[src/rtl/pg_aggregator.sv]
module pg_aggregator #(
  parameter int NUM_SW  = 4,
  parameter int NUM_LIN = 5
) (
  input  logic               clk,
  input  logic               rst_n,
  input  logic [NUM_SW-1:0]  sw_uv,
  input  logic [NUM_SW-1:0]  sw_ov,
  input  logic [NUM_SW-1:0]  sw_ilim,
  input  logic [NUM_SW-1:0]  sw_reg_en,
  input  logic [NUM_SW-1:0]  sw_mon_en,
  input  logic [NUM_SW-1:0]  sw_ilim_sel,
  input  logic [NUM_LIN-1:0] lin_uv,
  input  logic [NUM_LIN-1:0] lin_ov,
  input  logic [NUM_LIN-1:0] lin_ilim,
  input  logic [NUM_LIN-1:0] lin_reg_en,
  input  logic [NUM_LIN-1:0] lin_mon_en,
  input  logic [NUM_LIN-1:0] lin_ilim_sel,
  input  logic               vin_uv,
  input  logic               vin_ov,
  input  logic               vin_mon_en,
  input  logic               vin_sel,
  input  logic               therm_warn,
  input  logic               therm_mask,
  input  logic               window_ov,
  input  logic               rst_a_n,
  input  logic               rst_b_n,
  input  logic               gate_a_en,
  input  logic               gate_b_en,
  input  logic               pol_inv,
  input  logic               od_mode,
  output logic               pg_o,
  output logic               pg_oe
);
  localparam int NCH   = NUM_SW + NUM_LIN;
  localparam int NFLAG = 3 * NCH + 3;

  logic [NFLAG-1:0] raw, sync1, sync2;
  logic [NCH-1:0]   ch_uv, ch_ov, ch_ilim, ch_mon, ch_reg, ch_sel, ch_bad;
  logic             vin_uv_s, vin_ov_s, therm_s;
  logic             vin_bad, therm_bad, gate_bad, good_d, good_q, level;

  assign raw = {therm_warn, vin_ov, vin_uv, lin_ilim, sw_ilim,
                lin_ov, sw_ov, lin_uv, sw_uv};

  always_ff @(posedge clk or negedge rst_n) begin
    if (!rst_n) begin
      sync1 <= '0;
      sync2 <= '0;
    end else begin
      sync1 <= raw;
      sync2 <= sync1;
    end
  end

  assign ch_uv    = sync2[NCH-1:0];
  assign ch_ov    = sync2[2*NCH-1:NCH];
  assign ch_ilim  = sync2[3*NCH-1:2*NCH];
  assign vin_uv_s = sync2[3*NCH];
  assign vin_ov_s = sync2[3*NCH+1];
  assign therm_s  = sync2[3*NCH+2];

  assign ch_mon = {lin_mon_en, sw_mon_en};
  assign ch_reg = {lin_reg_en, sw_reg_en};
  assign ch_sel = {lin_ilim_sel, sw_ilim_sel};

  for (genvar i = 0; i < NCH; i++) begin : g_ch
    assign ch_bad[i] = ch_mon[i] &
                       (ch_uv[i] | (window_ov & ch_ov[i]) |
                        (ch_sel[i] & ch_reg[i] & ch_ilim[i]));
  end

  assign vin_bad   = vin_sel & vin_mon_en & (vin_uv_s | (window_ov & vin_ov_s));
  assign therm_bad = therm_s & ~therm_mask;
  assign gate_bad  = (gate_a_en & ~rst_a_n) | (gate_b_en & ~rst_b_n);
  assign good_d    = ~(|ch_bad | vin_bad | therm_bad | gate_bad);

  always_ff @(posedge clk or negedge rst_n) begin
    if (!rst_n) good_q <= 1'b0;
    else        good_q <= good_d;
  end

  assign level = good_q ^ pol_inv;
  assign pg_o  = od_mode ? 1'b0 : level;
  assign pg_oe = od_mode ? ~level : 1'b1;
endmodule


[config.mk]
export PLATFORM = sky130hd
export DESIGN_NAME = pg_aggregator
export DESIGN_NICKNAME = d
export VERILOG_FILES = /design/src/rtl/pg_aggregator.sv
export SDC_FILE = /design/constraint.sdc
export NUM_CORES = 1
export LEC_CHECK = 0
export BUFFER_PORTS_ARGS = -buffer_cell sky130_fd_sc_hd__buf_2
export CAP_MARGIN = 20
export CORE_UTILIZATION = 46
export CTS_BUF_LIST = sky130_fd_sc_hd__clkbuf_8 sky130_fd_sc_hd__clkbuf_16
export DETAILED_ROUTE_END_ITERATION = 8
export PLACE_DENSITY = 0.85
export SLEW_MARGIN = 5
export SYNTH_ARGS = -nofsm -noshare
export SYNTH_HDL_FRONTEND = slang
export SYNTH_SLANG_ARGS = --single-unit
[constraint.sdc]
create_clock -name clk -period 1.6 [get_ports clk]
set_input_delay 0.16 -clock clk [delete_from_list [all_inputs] [get_ports clk]]
set_output_delay 0.16 -clock clk [all_outputs]
set_load 0.03 [all_outputs]
==> Yosys cells after proc, flatten, opt, wreduce, memory -nomap -nowiden <==
Index checks and enable logic that the tools add are counted.
W data, S select, Z words.
{ "totals": {"reg_bits": 61, "input_bits": 69, "output_inout_bits": 2} }
{ "op_classes": {"n_mux": 2, "bitwise": 71, "n_reduce_logical": 1} }
{ "op_table": {"columns": ["operator", "n"], "rows": [
  ["$and A1 B1 Y1", 42],
  ["$or A1 B1 Y1", 23],
  ["$reduce_or A9 Y1", 1],
  ["$not A1 Y1", 5],
  ["$mux W1", 2],
  ["$xor A1 B1 Y1", 1]
]} }

==> Longest topological paths before layout <==
Gate-level depths: netlist of run 1.
{ "logic_depth": {"depth_word": 9, "ltp_mapped": 5, "depth_no_buf": 4} }

==> Worst setup path before layout of run 1 <==
Ideal clock, no wire load.
{ "synth_timing": {"path_kind": "register to register", "startpoint": "reg sync2[13]", "endpoint": "reg good_q", "setup_ns": 0.068, "arrival_ns": 1.057, "required_ns": 1.532, "path_slack_ns": 0.475, "stages_incl_launch_ff": 5, "cell_sequence": "dfrtp_1 a21oi_2 nand2_1 a2111oi_0 and4_1"} }
{ "synth_via": {"elab_chain_cells": 9} }
{ "synth_lines": {"columns": ["item", "line", "text"], "rows": [
  ["from (decl)", "38", "logic [NFLAG-1:0] raw, sync1, sync2;"],
  ["from (signal assigned)", "52", "sync2 <= sync1;"],
  ["$and A1 B1 Y1", "69", "(ch_uv[i] | (window_ov & ch_ov[i]) |"],
  ["$or A1 B1 Y1 (2 in a row)", "69", null],
  ["$and A1 B1 Y1", "68", "assign ch_bad[i] = ch_mon[i] &"],
  ["$reduce_or A9 Y1", "76", "assign good_d = ~(|ch_bad | vin_bad | therm_bad | gate_bad);"],
  ["$or A1 B1 Y1 (3 in a row)", "76", null],
  ["$not A1 Y1", "76", null],
  ["named net good_d", "41", "logic vin_bad, therm_bad, gate_bad, good_d, good_q, level;"],
  ["to (signal assigned)", "80", "else good_q <= good_d;"],
  ["to (decl)", "41", null]
]} }
The timed path passes the listed nets, and every way through them passes these cells.

==> Worst setup path after layout of run 1 <==
{ "layout_timing": {"startpoint": "reg sync2[14]", "endpoint": "reg good_q"} }
The elaborated chain is that of the path after synthesis.

==> summary.txt, run 1 <==
Placed design
  • Number of port buffers: 70
  • RePlAce Congestion: 0.706
  • Pre-CTS setup slack: 0.186 ns
  • DP Cell Count: 222
  • Placement Cell Area: 2200 sq um
  • HPWL after DPL: 2000 um

Timing
  • Crit path time final: 1.50 ns
  • Clk_skew: 0.00470 ns
  • Relative slew slack: 62.6%
  • Fin. Hold Viols: 0
  • Final cycle utilization of the critical path: 93.9%
  • RSZ-0062 raised after global routing: false
  • Worst slew pin tran: 0.547 ns
  • Setup TNS: 0 ns
  • Fin. max-slew vios: 0
  • Setup-failing EPs final: 0
  • Fmax: 666 MHz
  • Final WS setup: 0.0982 ns

Global route
  • Grt ovf: 0
  • Global-route wire length before repair: 5640 um
  • Largest net degree at the start of global routing: 62
  • Vias in the first global route: 1,280
  • Global Route Usage Sum: 19.8%
  • Initial antenna violation count: 0

Clock tree
  • Worst skew pair latency: 0.32 ns
  • # hold bufs at CTS: 31
  • Clk slew on worst S/H paths: 0.06 ns
  • CTS tree: built
  • H-tree lvl count: 3
  • Post_cts resized: 0
  • CTS Buf Count: 9
  • Clock sink count: 61
  • Post-CTS setup buffer count: 0
  • Clock root cell: clkbuf_8
  • Clk buf depth: 2

Synthesis
  • Top-area cell type share of the netlist area: 85.9%
  • Sequential fraction of the synthesis area: 85.9%
  • Post-synth design cell area: 1780 sq um
  • Main synth FF type: dfrtp_1
  • Synth cell count leaders: 61 x dfrtp_1, 9 x nand3_1, 7 x a21oi_1, 7 x nand2_1, 3 x a21oi_2
  • Synth cell types: 17
  • Synth area leader: dfrtp_1
  • Synthesis Warnings: 0
  • Mapped Nets: 173
  • Most common cell in the synthesized netlist: dfrtp_1
  • Seq cells post-synth: 61
  • Async SR Flop Fraction: 100%
  • Largest cells by area after synthesis: dfrtp_1 86%, nand3_1 2.5%, a21oi_1 2.0%, nand2_1 1.5%, a21oi_2 1.5%
  • EDFF count, synth: 0
  • Gate count of the mapped netlist: 104
  • Avg Synthesized Cell Area: 17.1 sq um

Power
  • Psw: 0.644 mW
  • Clk pwr share: 44.0%
  • Int Pwr: 2.71 mW
  • Leak: 1.33 nW
  • Cell Pwr Density: 1230 nW/um^2
  • Peak supply drop: 0.000809 V
  • PnR Total Power: 3.35 mW
  • Combinational Power Share: 6.9%
  • Flop pwr share: 49.0%
  • Net Sw Frac: 19.2%

Floorplan
  • Die W: 64.2 um
  • Initial core utilization: 48.2%
  • Cell Rows: 22
  • Chip height: 64.2 um
  • Num ports: 71
  • CORE AREA: 3690 sq um
  • DIE AREA: 4120 sq um

Detailed routing
  • DR WL met3: 189 um
  • Uppermost layer routed: met4
  • DRC viols: 0
  • Met2 Wirelength: 2030 um
  • Via count: 1,185
  • Routed WL: 3590 um
  • WL met1: 1340 um
  • DR pass1 iterations: 3
  • Post-route ant nets: 0
  • Via/cell ratio: 4.41
  • Starting DRT DRC Count: 36
  • Drt wl/cell: 13.3 um

Setup path
  • Critical-path cell list: a21oi_2 > nand2_1 > a2111oi_0 > and4_1
  • Setup crit end kind: flip-flop
  • Slowest CP cell: a2111oi_0
  • CP max FO: 1
  • CP Depth: 4
  • Required @ worst endpoint: 1.85 ns
  • Worst Path Class, Setup: reg -> reg
  • Family with the most delay on the worst path: compound AO/OA/AOI/OAI gates
  • CP max stage delay: 0.55 ns
  • Worst r2r path cells: 4
  • Worst path bufs/invs: 0
  • Critical path arrival: 1.75 ns
  • CP startpoint kind: flip-flop

Cells and area
  • Area grow syn2layout: 53.8%
  • Reg area: 1530 sq um
  • Multi-input gate area: 231 sq um
  • Design area: 2730 sq um
  • Ant diodes: 0
  • # fillers: 228
  • Share of layout cells above drive strength 1: 39.8%
  • Non-filler cells in the finished layout: 269
  • Fin nets: 285

Job
  • Max cap viols: 0

Min path
  • Min-delay worst type: in -> reg
  • Hold Path Depth: 3

Run status
  • Status: finished clean
[tightest hold or removal path: cells and delay by family]
family	cells	cell delay, ns
simple gates	1	0.18
compound gates	1	0.07
buf+inv	1	0.08
[cells by family (layout without fill, tap and decap cells)]
| kind of cell | after synthesis | count (layout) | share of synthesized area (%) |
|---|---|---|---|
| AO/OA/AOI/OAI | 18 | 18 | 6.90 |
| buffers and inverters | 3 | 120 | 1.06 |
| XOR/XNOR | 1 | 1 | 0.493 |
| AND/OR/NAND/NOR | 21 | 21 | 5.63 |
| flip-flops | 61 | 61 | 85.9 |
[power by group through the flow]
stage	Combinational, mW	Clock (mW)	Sequential [mW]
detailed placement	0.169	0	1.67
CTS	0.227	1.51	1.64
global placement	0.164	0	1.67
finish	0.232	1.48	1.64
global route	0.256	1.57	1.65
floorplan	0.0448	0	1.66
[layer usage]
layer  global-route usage (%)  up-vias
met2                     35.4       41
met5                        0        -
met3                     6.43        4
met4                     10.0        0
met1                     20.8      568
li1                         -      572
[worst paths after layout]
| kind | start | to | slack, ns |
|---|---|---|---|
| min | sw_mon_en[3] | good_q$_DFF_PN0_ | 0.21 |
| min reg2reg | sync1[21]$_DFF_PN0_ | sync2[21]$_DFF_PN0_ | 0.35 |
| min in group asynchronous | rst_n | sync1[14]$_DFF_PN0_ | 0.40 |
| max in group asynchronous | rst_n | sync2[15]$_DFF_PN0_ | 0.96 |
| max reg2reg | sync2[14]$_DFF_PN0_ | good_q$_DFF_PN0_ | 0.1 |
| max | sync2[14]$_DFF_PN0_ | good_q$_DFF_PN0_ | 0.1 |
[cells in the final DEF (no fill, tap or decap)]
master         count
bufinv_16          2
o22ai_1            1
buf_12             1
nand3_1            9
nand2b_1           1
buf_2             70
clkinvlp_4         1
clkbuf_8          11
dlygate4sd3_1     31
nand2_1            7
a21oi_2            3
a21oi_1            7
a22oi_1            2
nor2b_1            1
a21boi_1           2
xnor2_1            1
and4_1             1
dfrtp_1           61
a2111oi_0          2
nor2_1             2
a21boi_0           1
inv_1              4
[layout make-up]
cell class,count,area share [%]
clock buffer,11,5.54
clock inverter,5,2.75
inverter,2,0.275
multi-input combinational,40,8.47
sequential,61,55.9
tap,48,2.20
timing repair buffer,102,24.9
[flip-flops by register name, indices dropped and copies added, names as in the netlist]
signal  count
good_q      1
sync1      30
sync2      30
[metrics by stage]
| stage | hold slack, ns | utilization (%) |
|---|---|---|
| 2_1_floorplan | -0.136 | - |
| 3_3_place_gp | 0.179 | 59.5 |
| 3_5_place_dp | 0.184 | 59.5 |
| 4_1_cts | 0.181 | 74.1 |
| 5_1_grt | 0.220 | 74.1 |
| 6_report | 0.215 | 74.1 |
Power figures use the tool's default switching activity.
==> inputs of run 2 (changes only) <==
--- a/config.mk
+++ b/config.mk
@@ -7,6 +7,7 @@
 export LEC_CHECK = 0
 export BUFFER_PORTS_ARGS = -buffer_cell sky130_fd_sc_hd__buf_2
 export CAP_MARGIN = 20
+export CORE_MARGIN = 10
 export CORE_UTILIZATION = 46
 export CTS_BUF_LIST = sky130_fd_sc_hd__clkbuf_8 sky130_fd_sc_hd__clkbuf_16
 export DETAILED_ROUTE_END_ITERATION = 8
==> summary.txt, run 2 (synthesized netlist as in run 1, its figures left out) <==
Clock tree
  • CTS Buf Count: 9
  • Clk slew on worst S/H paths: 0.06 ns
  • Post_cts resized: 0
  • Clock root cell: clkbuf_8
  • Clock sink count: 61
  • Worst skew pair latency: 0.33 ns
  • Clk buf depth: 2
  • Post-CTS setup buffer count: 0
  • CTS tree: built
  • H-tree lvl count: 3

Global route
  • Largest net degree at the start of global routing: 62
  • Initial antenna violation count: 0
  • Global Route Usage Sum: 14.9%
  • Vias in the first global route: 1,412
  • Grt ovf: 0
  • Global-route wire length before repair: 7090 um

Floorplan
  • Num ports: 71
  • DIE AREA: 6750 sq um
  • Cell Rows: 22
  • CORE AREA: 3690 sq um
  • Chip height: 82.2 um
  • Initial core utilization: 48.2%
  • Die W: 82.2 um

Power
  • Leak: 1.31 nW
  • Cell Pwr Density: 1170 nW/um^2
  • Peak supply drop: 0.00103 V

Timing
  • Final WS setup: 0.193 ns
  • Fin. Hold Viols: 0
  • Fin. max-slew vios: 0
  • Worst slew pin tran: 0.464 ns
  • Final cycle utilization of the critical path: 87.9%
  • Clk_skew: 0.0110 ns
  • Setup-failing EPs final: 0
  • Crit path time final: 1.41 ns
  • Relative slew slack: 68.2%
  • RSZ-0062 raised after global routing: false
  • Fmax: 711 MHz
  • Setup TNS: 0 ns

Placed design
  • Number of port buffers: 70
  • HPWL after DPL: 2790 um
  • RePlAce Congestion: 0.749
  • Pre-CTS setup slack: 0.170 ns
  • DP Cell Count: 222

Job
  • Max cap viols: 0

Setup path
  • Worst r2r path cells: 4
  • Slowest CP cell: dfrtp_1
  • CP Depth: 3
  • Critical-path cell list: xnor2_1 > nand2b_1 > buf_2
  • Critical Path Source: good_q$_DFF_PN0_
  • Setup crit end kind: primary output
  • CP max FO: 2
  • CP max stage delay: 0.39 ns
  • CP startpoint kind: flip-flop
  • Worst Path Class, Setup: reg -> out
  • Worst flop-to-flop path startpoint: sync2[13]$_DFF_PN0_
  • Register-to-register setup slack: 0.23 ns
  • Family with the most delay on the worst path: flip-flops
  • Required @ worst endpoint: 1.44 ns
  • Worst path bufs/invs: 1
  • Worst reg2reg path endpoint: good_q$_DFF_PN0_
  • Critical path endpoint: pg_oe
  • Critical path arrival: 1.25 ns

Detailed routing
  • Starting DRT DRC Count: 82
  • Drt wl/cell: 17.1 um
  • DRC viols: 0
  • DR pass1 iterations: 4
  • Routed WL: 4600 um
  • Via count: 1,215
  • Post-route ant nets: 0
  • Via/cell ratio: 4.52

Min path
  • Min-delay worst type: in -> reg
  • Hold Path Depth: 3

Cells and area
  • Commonest non-fill, non-tap cells in the layout: 70 x buf_2, 61 x dfrtp_1, 31 x dlygate4sd3_1
  • Non-filler cells in the finished layout: 269
  • Area grow syn2layout: 51.8%
  • Regs by FF count: sync1 x30, sync2 x30, good_q x1
  • Ant diodes: 0
  • # fillers: 220
  • Commonest non-fill, non-tap cell in the layout: buf_2
  • Fin nets: 285
  • Share of layout cells above drive strength 1: 40.7%

Run status
  • Status: finished clean
## run 2: cell types whose count changed in the layout (fill, tap and decap cells not counted)
cell / change
clkinv_2: +4
clkbuf_8: -2
inv_1: -2
bufinv_16: -1
clkinv_4: +1
## run 2: worst register-to-register path, delay by kind of cell (launching register included)
family,cells,cell delay (ns)
AOI/OAI and AO/OA,2,0.61
and+or+nand+nor,2,0.32
DFF,1,0.37
## run 2: where the power goes
| part | internal (mW) | total [mW] | switching (mW) |
|---|---|---|---|
| clock network | 0.709 | 1.28 | 0.570 |
| registers | 1.62 | 1.64 | 0.0257 |
| logic | 0.136 | 0.233 | 0.0978 |
| total | 2.46 | 3.16 | 0.693 |
## run 2: metal layers
metal | vias to the layer above | global-route usage, % | share of wire (%)
met1 | 575 | 13.3 | 32
met2 | 57 | 27.4 | 57
met5 | - | 0 | 0
li1 | 572 | - | -
met3 | 11 | 7.78 | 9.0
met4 | 0 | 6.63 | 2.4
## run 2: worst min path at each step
stage                              from                   to  slack (ns)
after floorplan                   rst_n     good_q$_DFF_PN0_       -0.14
after global placement            rst_n  sync1[18]$_DFF_PN0_        0.18
after detailed placement          rst_n  sync2[18]$_DFF_PN0_        0.18
after CTS                 lin_mon_en[1]     good_q$_DFF_PN0_        0.16
after global routing      lin_mon_en[1]     good_q$_DFF_PN0_        0.19
final                     lin_mon_en[1]     good_q$_DFF_PN0_        0.17
## run 2: final cells by class
type / instances / area (sq um) / area share, %
clock buffers: 9 / 124 / 4.59
clock inverters: 7 / 66.3 / 2.46
inverters: 2 / 7.51 / 0.278
multi-input cells: 40 / 231 / 8.58
flip-flops and latches: 61 / 1530 / 56.6
well taps: 48 / 60.1 / 2.23
repair buffers: 102 / 681 / 25.2
## run 2: stage by stage
stage	instance area [sq um]	utilization (%)	hold WS, ns	total power [mW]
floorplan	1780	-	-0.136	1.71
global placement	2200	59.5	0.178	1.83
detailed placement	2200	59.5	0.183	1.84
CTS	2700	73.1	0.161	3.17
global route	2700	73.1	0.192	3.30
finish	2700	73.1	0.172	3.16
## run 2: what timing repair did
item                                    CTS  global route
endpoints found under the setup margin    0             0
hold endpoints to repair                 91             0
hold buffers                             31             0
==> inputs of run 3 (changes only) <==
==> config.mk (replaced) <==
export PLATFORM = sky130hd
export DESIGN_NAME = pg_aggregator
export DESIGN_NICKNAME = d
export VERILOG_FILES = /design/src/rtl/pg_aggregator.sv
export SDC_FILE = /design/constraint.sdc
export NUM_CORES = 1
export LEC_CHECK = 0
export ABC_AREA = 1
export CAP_MARGIN = 20
export CORE_MARGIN = 10
export CORE_UTILIZATION = 50
export CTS_BUF_LIST = sky130_fd_sc_hd__clkbuf_8 sky130_fd_sc_hd__clkbuf_16
export DETAILED_ROUTE_END_ITERATION = 8
export DONT_BUFFER_PORTS = 1
export PLACE_DENSITY = 0.74
export SLEW_MARGIN = 5
export SYNTH_ARGS = -nofsm -noshare
export SYNTH_HDL_FRONTEND = slang
export SYNTH_SLANG_ARGS = --single-unit
==> constraint.sdc (replaced) <==
create_clock -name clk -period 1.47 [get_ports clk]
set_input_delay 0.147 -clock clk [delete_from_list [all_inputs] [get_ports clk]]
set_output_delay 0.147 -clock clk [all_outputs]
set_load 0.03 [all_outputs]
==> summary.txt, run 3 <==
Global route
  • Global-route wire length before repair: 5510 um
  • GRT met1 Usage: 10.6%
  • Global Route Usage Sum: 11.6%
  • Largest net degree at the start of global routing: 62
  • Initial antenna violation count: 0
  • Met3 Use GR: 8.35%
  • GRT Max-Usage Layer: met2
  • Vias in the first global route: 1,200
  • Met2 track demand over resource: 18.2%
  • Grt ovf: 0

Power
  • Clk pwr share: 38.0%
  • Net Sw Frac: 20.2%
  • Cell Pwr Density: 1320 nW/um^2
  • Leak: 1.10 nW
  • Flop pwr share: 57.8%
  • PnR Total Power: 3.09 mW
  • Int Pwr: 2.47 mW
  • Peak supply drop: 0.00102 V
  • Psw: 0.623 mW
  • Combinational Power Share: 4.2%

Setup path
  • Setup crit end kind: primary output
  • Required @ worst endpoint: 1.32 ns
  • Worst Path Class, Setup: reg -> out
  • CP startpoint kind: flip-flop
  • CP max FO: 2
  • Critical path arrival: 1.17 ns

Detailed routing
  • Starting DRT DRC Count: 58
  • Via count: 988
  • Post-route ant nets: 0
  • DR pass1 iterations: 4
  • DRC viols: 0
  • Routed WL: 3440 um
  • Via/cell ratio: 4.57
  • Drt wl/cell: 15.9 um

Clock tree
  • CTS Buf Count: 9
  • Worst skew pair latency: 0.32 ns
  • H-tree lvl count: 3
  • Clk slew on worst S/H paths: 0.06 ns
  • Clk buf depth: 2
  • # hold bufs at CTS: 30
  • Post_cts resized: 0
  • Clock sink count: 61
  • CTS tree: built
  • Clock root cell: clkbuf_8

Synthesis
  • Synth cell count leaders: 61 x dfrtp_1, 26 x nand2_1, 10 x nand3_1
  • Sequential fraction of the synthesis area: 83.7%
  • Top-area cell type share of the netlist area: 83.7%
  • Synth area leader: dfrtp_1
  • Synth cell types: 13
  • Avg Synthesized Cell Area: 14.6 sq um
  • Synthesis Warnings: 0
  • Mapped Nets: 194
  • Post-synth design cell area: 1820 sq um
  • EDFF count, synth: 0
  • Most common cell in the synthesized netlist: dfrtp_1
  • Largest cells by area after synthesis: dfrtp_1 84%, nand2_1 5.3%, nand3_1 2.7%, inv_1 1.6%, a21oi_2 1.4%
  • Gate count of the mapped netlist: 125
  • Main synth FF type: dfrtp_1
  • Async SR Flop Fraction: 100%
  • Seq cells post-synth: 61

Cells and area
  • Fin nets: 235
  • Non-filler cells in the finished layout: 216
  • Commonest non-fill, non-tap cell in the layout: dfrtp_1
  • Design area: 2340 sq um
  • Commonest non-fill, non-tap cells in the layout: 61 x dfrtp_1, 30 x dlygate4sd3_1, 26 x nand2_1
  • Ant diodes: 0
  • Regs by FF count: sync1 x30, sync2 x30, good_q x1
  • Area grow syn2layout: 28.1%
  • Share of layout cells above drive strength 1: 10.0%

Run status
  • Status: complete, but fails checks
  • Failing checks: hold timing

Floorplan
  • CORE AREA: 3440 sq um
  • Initial core utilization: 53.0%
  • Cell Rows: 21
  • Die W: 80.4 um
  • DIE AREA: 6460 sq um
  • Chip height: 80.4 um
  • Num ports: 71

Timing
  • Fin. Hold Viols: 61
  • Fmax: 757 MHz
  • Setup TNS: 0 ns
  • Relative slew slack: 80.8%
  • Final cycle utilization of the critical path: 89.9%
  • Setup-failing EPs final: 0
  • Min Hold Slack: -0.484 ns
  • Fin. max-slew vios: 0
  • RSZ-0062 raised after global routing: false
  • Crit path time final: 1.32 ns
  • Worst slew pin tran: 0.288 ns
  • Clk_skew: 0.00461 ns

Placed design
  • Placement Cell Area: 1880 sq um
  • Number of port buffers: 0
  • DP Cell Count: 171
  • RePlAce Congestion: 0.719
  • HPWL after DPL: 2390 um

Min path
  • Min-delay worst type: in -> async

Job
  • Max cap viols: 0
## run 3: changes by cell type after synthesis, moves of 2 or more
cell	delta
nand2_1	+19
inv_1	+6
nor2_1	+4
a2111oi_0	-2
a21boi_1	-2
a21oi_1	-2
a22oi_1	-2
## run 3: worst paths after layout
path                                startpoint                  end  slack (ns)  cells after the start
setup / recovery              good_q$_DFF_PN0_                pg_oe        0.15                      3
hold / removal                           rst_n  sync1[14]$_DFF_PN0_       -0.48                      0
setup reg to reg           sync2[16]$_DFF_PN0_     good_q$_DFF_PN0_        0.49                      7
hold reg to reg            sync1[10]$_DFF_PN0_  sync2[10]$_DFF_PN0_        0.35                      0
max in group asynchronous                rst_n  sync1[10]$_DFF_PN0_        1.85                      0
min in group clk                  sw_mon_en[2]     good_q$_DFF_PN0_        0.06                      5
## run 3: cell families (layout without fill, tap and decap cells)
kind of cell	Yosys count	after routing	share of synthesized area, %
AND/OR/NAND/NOR	43	43	9.67
AO/OA/AOI/OAI	11	11	3.91
flip-flops	61	61	83.7
XOR/XNOR	1	1	0.480
buffers and inverters	9	54	2.26
## run 3: critical path: stages, from the launching register on
cell	delay [ns]
dfrtp_1	0.37
xnor2_1	0.18
inv_1	0.06
nand2_1	0.23
## run 3: cell type report
type	count	area (sq um)
clock inverters	5	21.3
multi-input cells	55	256
flip-flops and latches	61	1530
clock buffers	10	138
inverters	8	30.0
well taps	46	57.6
fillers	236	1100
repair buffers	31	308
## run 3: power by group through the flow
stage / Sequential (mW) / Clock, mW / Combinational, mW
2_1_floorplan: 1.81 / 0 / 0.0603
3_3_place_gp: 1.81 / 0 / 0.0652
3_5_place_dp: 1.82 / 0 / 0.0656
4_1_cts: 1.79 / 1.20 / 0.130
5_1_grt: 1.79 / 1.30 / 0.146
6_report: 1.79 / 1.17 / 0.129
## run 3: repair_timing
item                       in CTS  in global routing
setup endpoints to repair       0                  0
buffers inserted                0                  0
hold endpoints to repair       91                 61
## run 3: metal layers
metal	share of wire, %	wire length [um]	up-vias
li1	-	-	473
met1	35	1190	453
met2	49	1670	56
met3	15	521	6
met4	1.6	55	0
met5	0	0	-
## run 3: stage by stage
| step | utilization [%] | worst slack (ns) |
|---|---|---|
| finish | 67.9 | 0.149 |
| floorplan | - | 0.430 |
| global route | 67.9 | 0.0811 |
| CTS | 67.9 | 0.118 |
| global placement | 54.6 | 0.497 |
| detailed placement | 54.6 | 0.476 |
